<file path="config.mk">
export PLATFORM = sky130hd
export DESIGN_NAME = bulkin_release
export DESIGN_NICKNAME = d
export VERILOG_FILES = /design/src/rtl/bulkin_pkg.sv /design/src/rtl/bulkin_idle_timer.sv /design/src/rtl/bulkin_decider.sv /design/src/rtl/bulkin_release.sv
export SDC_FILE = /design/constraint.sdc
export NUM_CORES = 1
export LEC_CHECK = 0
export BUFFER_PORTS_ARGS = -buffer_cell sky130_fd_sc_hd__buf_2
export CORE_AREA = 2 2 39 41
export CTS_CLUSTER_SIZE = 40
export DETAILED_ROUTE_END_ITERATION = 8
export DIE_AREA = 0 0 41 43
export HOLD_SLACK_MARGIN = 0.06
export PLACE_DENSITY = 0.66
export SLEW_MARGIN = 5
export SYNTH_ARGS = -nofsm -noshare
export SYNTH_HDL_FRONTEND = slang
export SYNTH_HIERARCHICAL = 1
export SYNTH_SLANG_ARGS = --single-unit
</file>
<file path="constraint.sdc">
create_clock -name clk -period 1.4 [get_ports clk]
set_input_delay 0.35 -clock clk [delete_from_list [all_inputs] [get_ports clk]]
set_output_delay 0.35 -clock clk [all_outputs]
set_load 0.02 [all_outputs]
</file>
<file path="src/rtl/bulkin_pkg.sv">
package bulkin_pkg;
  typedef enum logic {
    RESP_NAK = 1'b0,
    RESP_ACK = 1'b1
  } resp_e;

  typedef struct packed {
    resp_e      kind;
    logic [6:0] len;
  } resp_t;
endpackage

</file>
<file path="src/rtl/bulkin_idle_timer.sv">
module bulkin_idle_timer #(
  parameter int IDLE_CHARS = 3
) (
  input  logic clk,
  input  logic rst,
  input  logic char_rx,
  input  logic char_tick,
  output logic idle
);
  localparam int SAT   = IDLE_CHARS + 1;
  localparam int CNT_W = $clog2(SAT + 1);

  logic [CNT_W-1:0] cnt_q;

  always_ff @(posedge clk) begin
    if (rst) begin
      cnt_q <= '0;
    end else if (char_rx) begin
      cnt_q <= '0;
    end else if (char_tick && (cnt_q < CNT_W'(SAT))) begin
      cnt_q <= cnt_q + 1'b1;
    end
  end

  assign idle = (cnt_q >= CNT_W'(SAT));
endmodule

</file>
<file path="src/rtl/bulkin_decider.sv">
module bulkin_decider
  import bulkin_pkg::*;
#(
  parameter int MAX_PKT = 64,
  parameter int LVL_W   = 9,
  parameter int LEN_W   = 7
) (
  input  logic [LVL_W-1:0] fifo_level,
  input  logic             idle,
  input  logic             low_lat,
  output resp_e            kind,
  output logic [LEN_W-1:0] len
);
  logic full, empty;

  assign full  = (fifo_level >= LVL_W'(MAX_PKT));
  assign empty = (fifo_level == '0);

  always_comb begin
    kind = RESP_NAK;
    len  = '0;
    if (full) begin
      kind = RESP_ACK;
      len  = LEN_W'(MAX_PKT);
    end else if (!empty && (low_lat || idle)) begin
      kind = RESP_ACK;
      len  = LEN_W'(fifo_level);
    end
  end
endmodule

</file>
<file path="src/rtl/bulkin_release.sv">
module bulkin_release
  import bulkin_pkg::*;
#(
  parameter int MAX_PKT    = 64,
  parameter int FIFO_DEPTH = 256,
  parameter int IDLE_CHARS = 3,
  localparam int LVL_W     = $clog2(FIFO_DEPTH + 1),
  localparam int LEN_W     = $clog2(MAX_PKT + 1)
) (
  input  logic             clk,
  input  logic             rst,
  input  logic [LVL_W-1:0] fifo_level,
  input  logic             char_rx,
  input  logic             char_tick,
  input  logic             low_lat,
  input  logic             req,
  output logic             resp_valid,
  output logic             resp_ack,
  output logic [LEN_W-1:0] resp_len
);
  logic             idle;
  resp_e            kind;
  logic [LEN_W-1:0] len;

  bulkin_idle_timer #(.IDLE_CHARS(IDLE_CHARS)) timer_i (
    .clk      (clk),
    .rst      (rst),
    .char_rx  (char_rx),
    .char_tick(char_tick),
    .idle     (idle)
  );

  bulkin_decider #(.MAX_PKT(MAX_PKT), .LVL_W(LVL_W), .LEN_W(LEN_W)) dec_i (
    .fifo_level(fifo_level),
    .idle      (idle),
    .low_lat   (low_lat),
    .kind      (kind),
    .len       (len)
  );

  always_ff @(posedge clk) begin
    if (rst) begin
      resp_valid <= 1'b0;
      resp_ack   <= 1'b0;
      resp_len   <= '0;
    end else begin
      resp_valid <= req;
      resp_ack   <= req && (kind == RESP_ACK);
      resp_len   <= req ? len : '0;
    end
  end
endmodule

</file>
Word-level counts from Yosys, hierarchy flattened
Cells that the tools add are included.

operators by class
  add/sub/neg operators = 1
  order comparisons = 3
  multiplexer cells = 4
  bitwise gates (word level) = 2
  reduce and logical (&&, ||, !) cells = 9

operators with widths
  kind                 count
  $mux 7               2
  $ge 9x7->1 const B   1
  $logic_not 9->1      1
  $reduce_or 2->1      2
  $reduce_or 4->1      1
  $add 3x1->3 const B  1
  $ge 3x3->1 const B   1
  $logic_and 1x1->1    3
  $lt 3x3->1 const B   1
  $mux 1               2
  $not 1->1            2
  $logic_not 1->1      1
  $logic_or 1x1->1     1

storage, ports and cells
  register bits after elaboration = 12
  input port bits = 15
  output and inout port bits = 9
  logic and storage cells = 24

Depth between registers and ports, before layout
  depth after elaboration = 6
  depth in mapped cells = 5
  depth with buffers taken out = 4

By module
Netlist, hierarchy kept.

modules (own cells, without submodules)
  module             instances  cells an instance  area each (µm²)  seq. area each (µm²)
  bulkin_release     1          18                 256.5            180.2
  bulkin_idle_timer  1          15                 148.9            60.1
  bulkin_decider     1          12                 85.1             0.0

Worst setup path after synthesis
Ideal clock, no wire load.

  path kind = input to register
  start = in fifo_level[4]
  end = reg resp_ack
  setup time = 0.116 ns
  data arrival time = 1.201 ns
  data required time = 1.284 ns
  setup slack = 0.083 ns
  stages = 4
  buffers on the path = 0
  cells stage by stage = or4_1 nor3_2 o21bai_1 and3b_1

on the way
  longest elaborated chain between the ends = 6
  elaborated cells between the ends (all ways) = 7
  those cells by class = 1 x order compare; 2 x mux; 4 x reduce/logical

RTL lines
  what                                                                RTL line              source
  start: declaration                                                  bulkin_release.sv:12  input logic [LVL_W-1:0] fifo_level,
  parallel branches: the longest is 4 deep, another holds $ge 9x7->1  n/a
  $mux 1 (*)                                                          bulkin_decider.sv:22  if (full) begin
  named net kind                                                      bulkin_release.sv:22  resp_e kind;
  $logic_and 1x1->1 (*)                                               bulkin_release.sv:48  resp_ack <= req && (kind == RESP_ACK);
  end signal: assignment                                              bulkin_release.sv:48
  end: declaration                                                    bulkin_release.sv:18  output logic resp_ack,

Mark *: on every way through the listed nets, which the timed path passes.
A chain may end at the register's enable or synchronous reset.

Final worst setup path
Same ends and word-level chain as after synthesis.

==> summary.txt <==
Status
  • Run status: finished clean

Die
  • Die X: 41 um
  • Core region area: 1380 um^2
  • Die area: 1760 um^2
  • FP Rows: 14
  • IO Count: 24
  • Initial Util: 35.4%
  • Die span in y: 43 um

Final layout
  • Cell Count, Final, Fillers Out: 87
  • Commonest non-fill, non-tap cell in the layout: buf_2
  • Ant. Diodes: 0
  • Net count, final: 89
  • Most frequent cells in the layout: 23 x buf_2, 12 x dfxtp_1, 8 x and3b_1
  • Fill cell count: 148
  • Layout area overhead: 34.2%
  • Layout cells sized above 1: 45.1%

STA
  • Final Hold Viols: 0
  • RSZ-0062 raised after global routing: false
  • Final Max Tran Viols: 0
  • Worst-Margin Slew: 184 ps
  • F_max: 834 MHz
  • Final count of negative-setup-slack endpoints: 0
  • Worst clock skew: 0.375 ps
  • Worst relative slew slack: 87.7%
  • Period utilization: 85.7%
  • Tmin final: 1200 ps
  • Setup TNS: 0 ps

Power and ir drop
  • Combinational power share: 9.5%
  • Internal: 0.541 mW
  • Switching fraction of total power: 21.8%
  • P per Cell Area: 1050 nW/um^2
  • NetSw: 0.150 mW
  • Worst vdd ir: 0.000432 V
  • P_leak: 0.353 nW
  • Seq pwr share: 51.0%
  • Power share of the clock group: 39.5%

Setup path
  • Worst path slowest cell: or4_1
  • Worst setup path start: fifo_level[4]
  • Crit Path Max Fanout: 2
  • CP delay by family, top: simple AND/OR/NAND/NOR gates
  • Critical path, cell by cell: buf_2 -> or4_1 -> nor3_2 -> o21bai_1 -> and3b_1
  • CP required: 1560 ps
  • FF-to-FF Start: timer_i/cnt_q[2]
  • Worst setup EP type: flip-flop
  • Critical Path Max Stage Delay: 540 ps
  • Critical path type: input pin to flip-flop
  • Critical path data arrival time: 1360 ps
  • Startpoint Class: input pin
  • Flop2flop setup slack: 360 ps
  • WP buf/inv: 1

Global routing
  • Largest net degree at the start of global routing: 13
  • Initial antenna violation count: 0
  • GRT Residual Overflow: 0
  • First-pass GRT wire length: 1.39 mm
  • Total GRT Usage: 12.3%
  • Vias in the first global route: 363

Min path
  • Hold Crit Class: input pin to flip-flop
  • HP Start: char_rx

Logic synthesis
  • Synthesized area: 490 um^2
  • Count of different cell masters after synthesis: 19
  • YS warnings: 6
  • Post-Syn Instances: 45
  • Synthesis-stage register bit count: 12
  • Syn_area_per_cell: 10.9 um^2
  • Mapped Nets: 62
  • Register area share after synthesis: 49.0%

Clocking
  • Setup Buffers After CTS: 0
  • Post_cts resized: 0
  • Clk buf depth: 2
  • CTS H-tree depth: 1
  • CTS tree: built
  • Worst-Skew Late Latency: 270 ps
  • Clk slew on worst S/H paths: 80 ps
  • Total clock sinks: 12
  • TritonCTS Buffers: 3
  • Cts hold-fix bufs: 0
  • Root Driver: clkbuf_4

Detailed routing
  • Total iterations of the first detailed-routing run: 2
  • Wire per inst: 10.3 um
  • Routed via count: 387
  • WL final: 900 um
  • DR vias/cell: 4.45
  • Final antenna-violating net count: 0
  • DRC viols: 0
  • Starting DRT DRC Count: 4

Placement
  • Port Buffers: 23
  • Placed insts: 83
  • Final HPWL DP: 703 um
  • Gp weighted congestion: 0.782

Flow run
  • Max Cap Viol: 0
-- cell usage after synthesis --
cell | instances | area share, %
ha_1 | 2 | 5.1
o21bai_1 | 1 | 1.5
nor2_1 | 1 | 0.76
a21oi_1 | 1 | 1.0
nor2_2 | 1 | 1.3
or4_1 | 1 | 1.5
nor3_1 | 3 | 3.1
nor2b_4 | 1 | 2.8
nor2b_1 | 1 | 1.3
and3b_1 | 8 | 14
xnor2_1 | 1 | 1.8
inv_1 | 2 | 1.5
clkbuf_1 | 1 | 0.76
dfxtp_1 | 12 | 49
and2_2 | 1 | 1.5
and2_1 | 5 | 6.4
mux2i_1 | 1 | 2.0
nor3_2 | 1 | 2.0
or3_4 | 1 | 2.3
-- sequential cells by signal (all words and copies together) (netlist names) --
name           flops
resp_len           7
timer_i/cnt_q      3
resp_ack           1
resp_valid         1
-- routing by layer --
layer  vias to the layer above  part of all wire, %  track usage, %
met1                       172                   39            14.4
met3                         0                  4.4            4.71
met4                         0                    0            10.0
met5                         -                    0               0
met2                        10                   57            16.9
li1                        205                    -               -
-- cells by family (layout without fill, tap and decap cells) --
family | after synthesis | in the layout | share of synthesized area [%]
AND/OR/NAND/NOR | 24 | 24 | 37.2
flip-flops | 12 | 12 | 49.0
buffers and inverters | 3 | 29 | 2.30
adder cells (fa/ha/maj) | 2 | 2 | 5.10
AO/OA/AOI/OAI | 2 | 2 | 2.55
XOR/XNOR | 1 | 1 | 1.79
multiplexers | 1 | 1 | 2.04
-- layout make-up --
cell class / count / area, um^2 / share of cell area, %
multi-input cells: 30 / 239 / 36.3
flip-flops and latches: 12 / 240 / 36.5
clock buffers: 4 / 36.3 / 5.51
well taps: 16 / 20.0 / 3.04
repair buffers: 23 / 115 / 17.5
inverters: 2 / 7.51 / 1.14
-- power groups by stage --
stage	Sequential [mW]	Combinational [mW]	Clock (mW)
after floorplan	0.367	0.0231	0
after global placement	0.360	0.0656	0
after detailed placement	0.361	0.0665	0
after CTS	0.353	0.0669	0.285
after global routing	0.353	0.0729	0.299
final	0.352	0.0659	0.273
-- final timing paths --
kind,endpoint,depth (start not counted)
worst max-delay path,resp_ack,5
worst min-delay path,timer_i/cnt_q[0],2
worst max register to register,resp_len[4],4
worst min register to register,timer_i/cnt_q[1],2
-- stage by stage --
| stage | hold slack (ps) | setup WS, ps | util (%) | instance area (um^2) | power [mW] |
|---|---|---|---|---|---|
| 5_1_grt | 263 | 164 | 47.6 | 658 | 0.726 |
| 3_5_place_dp | 553 | -87.2 | 44.9 | 622 | 0.427 |
| 6_report | 273 | 201 | 47.6 | 658 | 0.691 |
| 3_3_place_gp | 537 | -44.7 | 44.9 | 622 | 0.426 |
| 2_1_floorplan | 422 | 82.9 | - | 490 | 0.391 |
| 4_1_cts | 259 | 206 | 47.6 | 658 | 0.704 |
No activity file was read; power rests on OpenSTA's default activity.
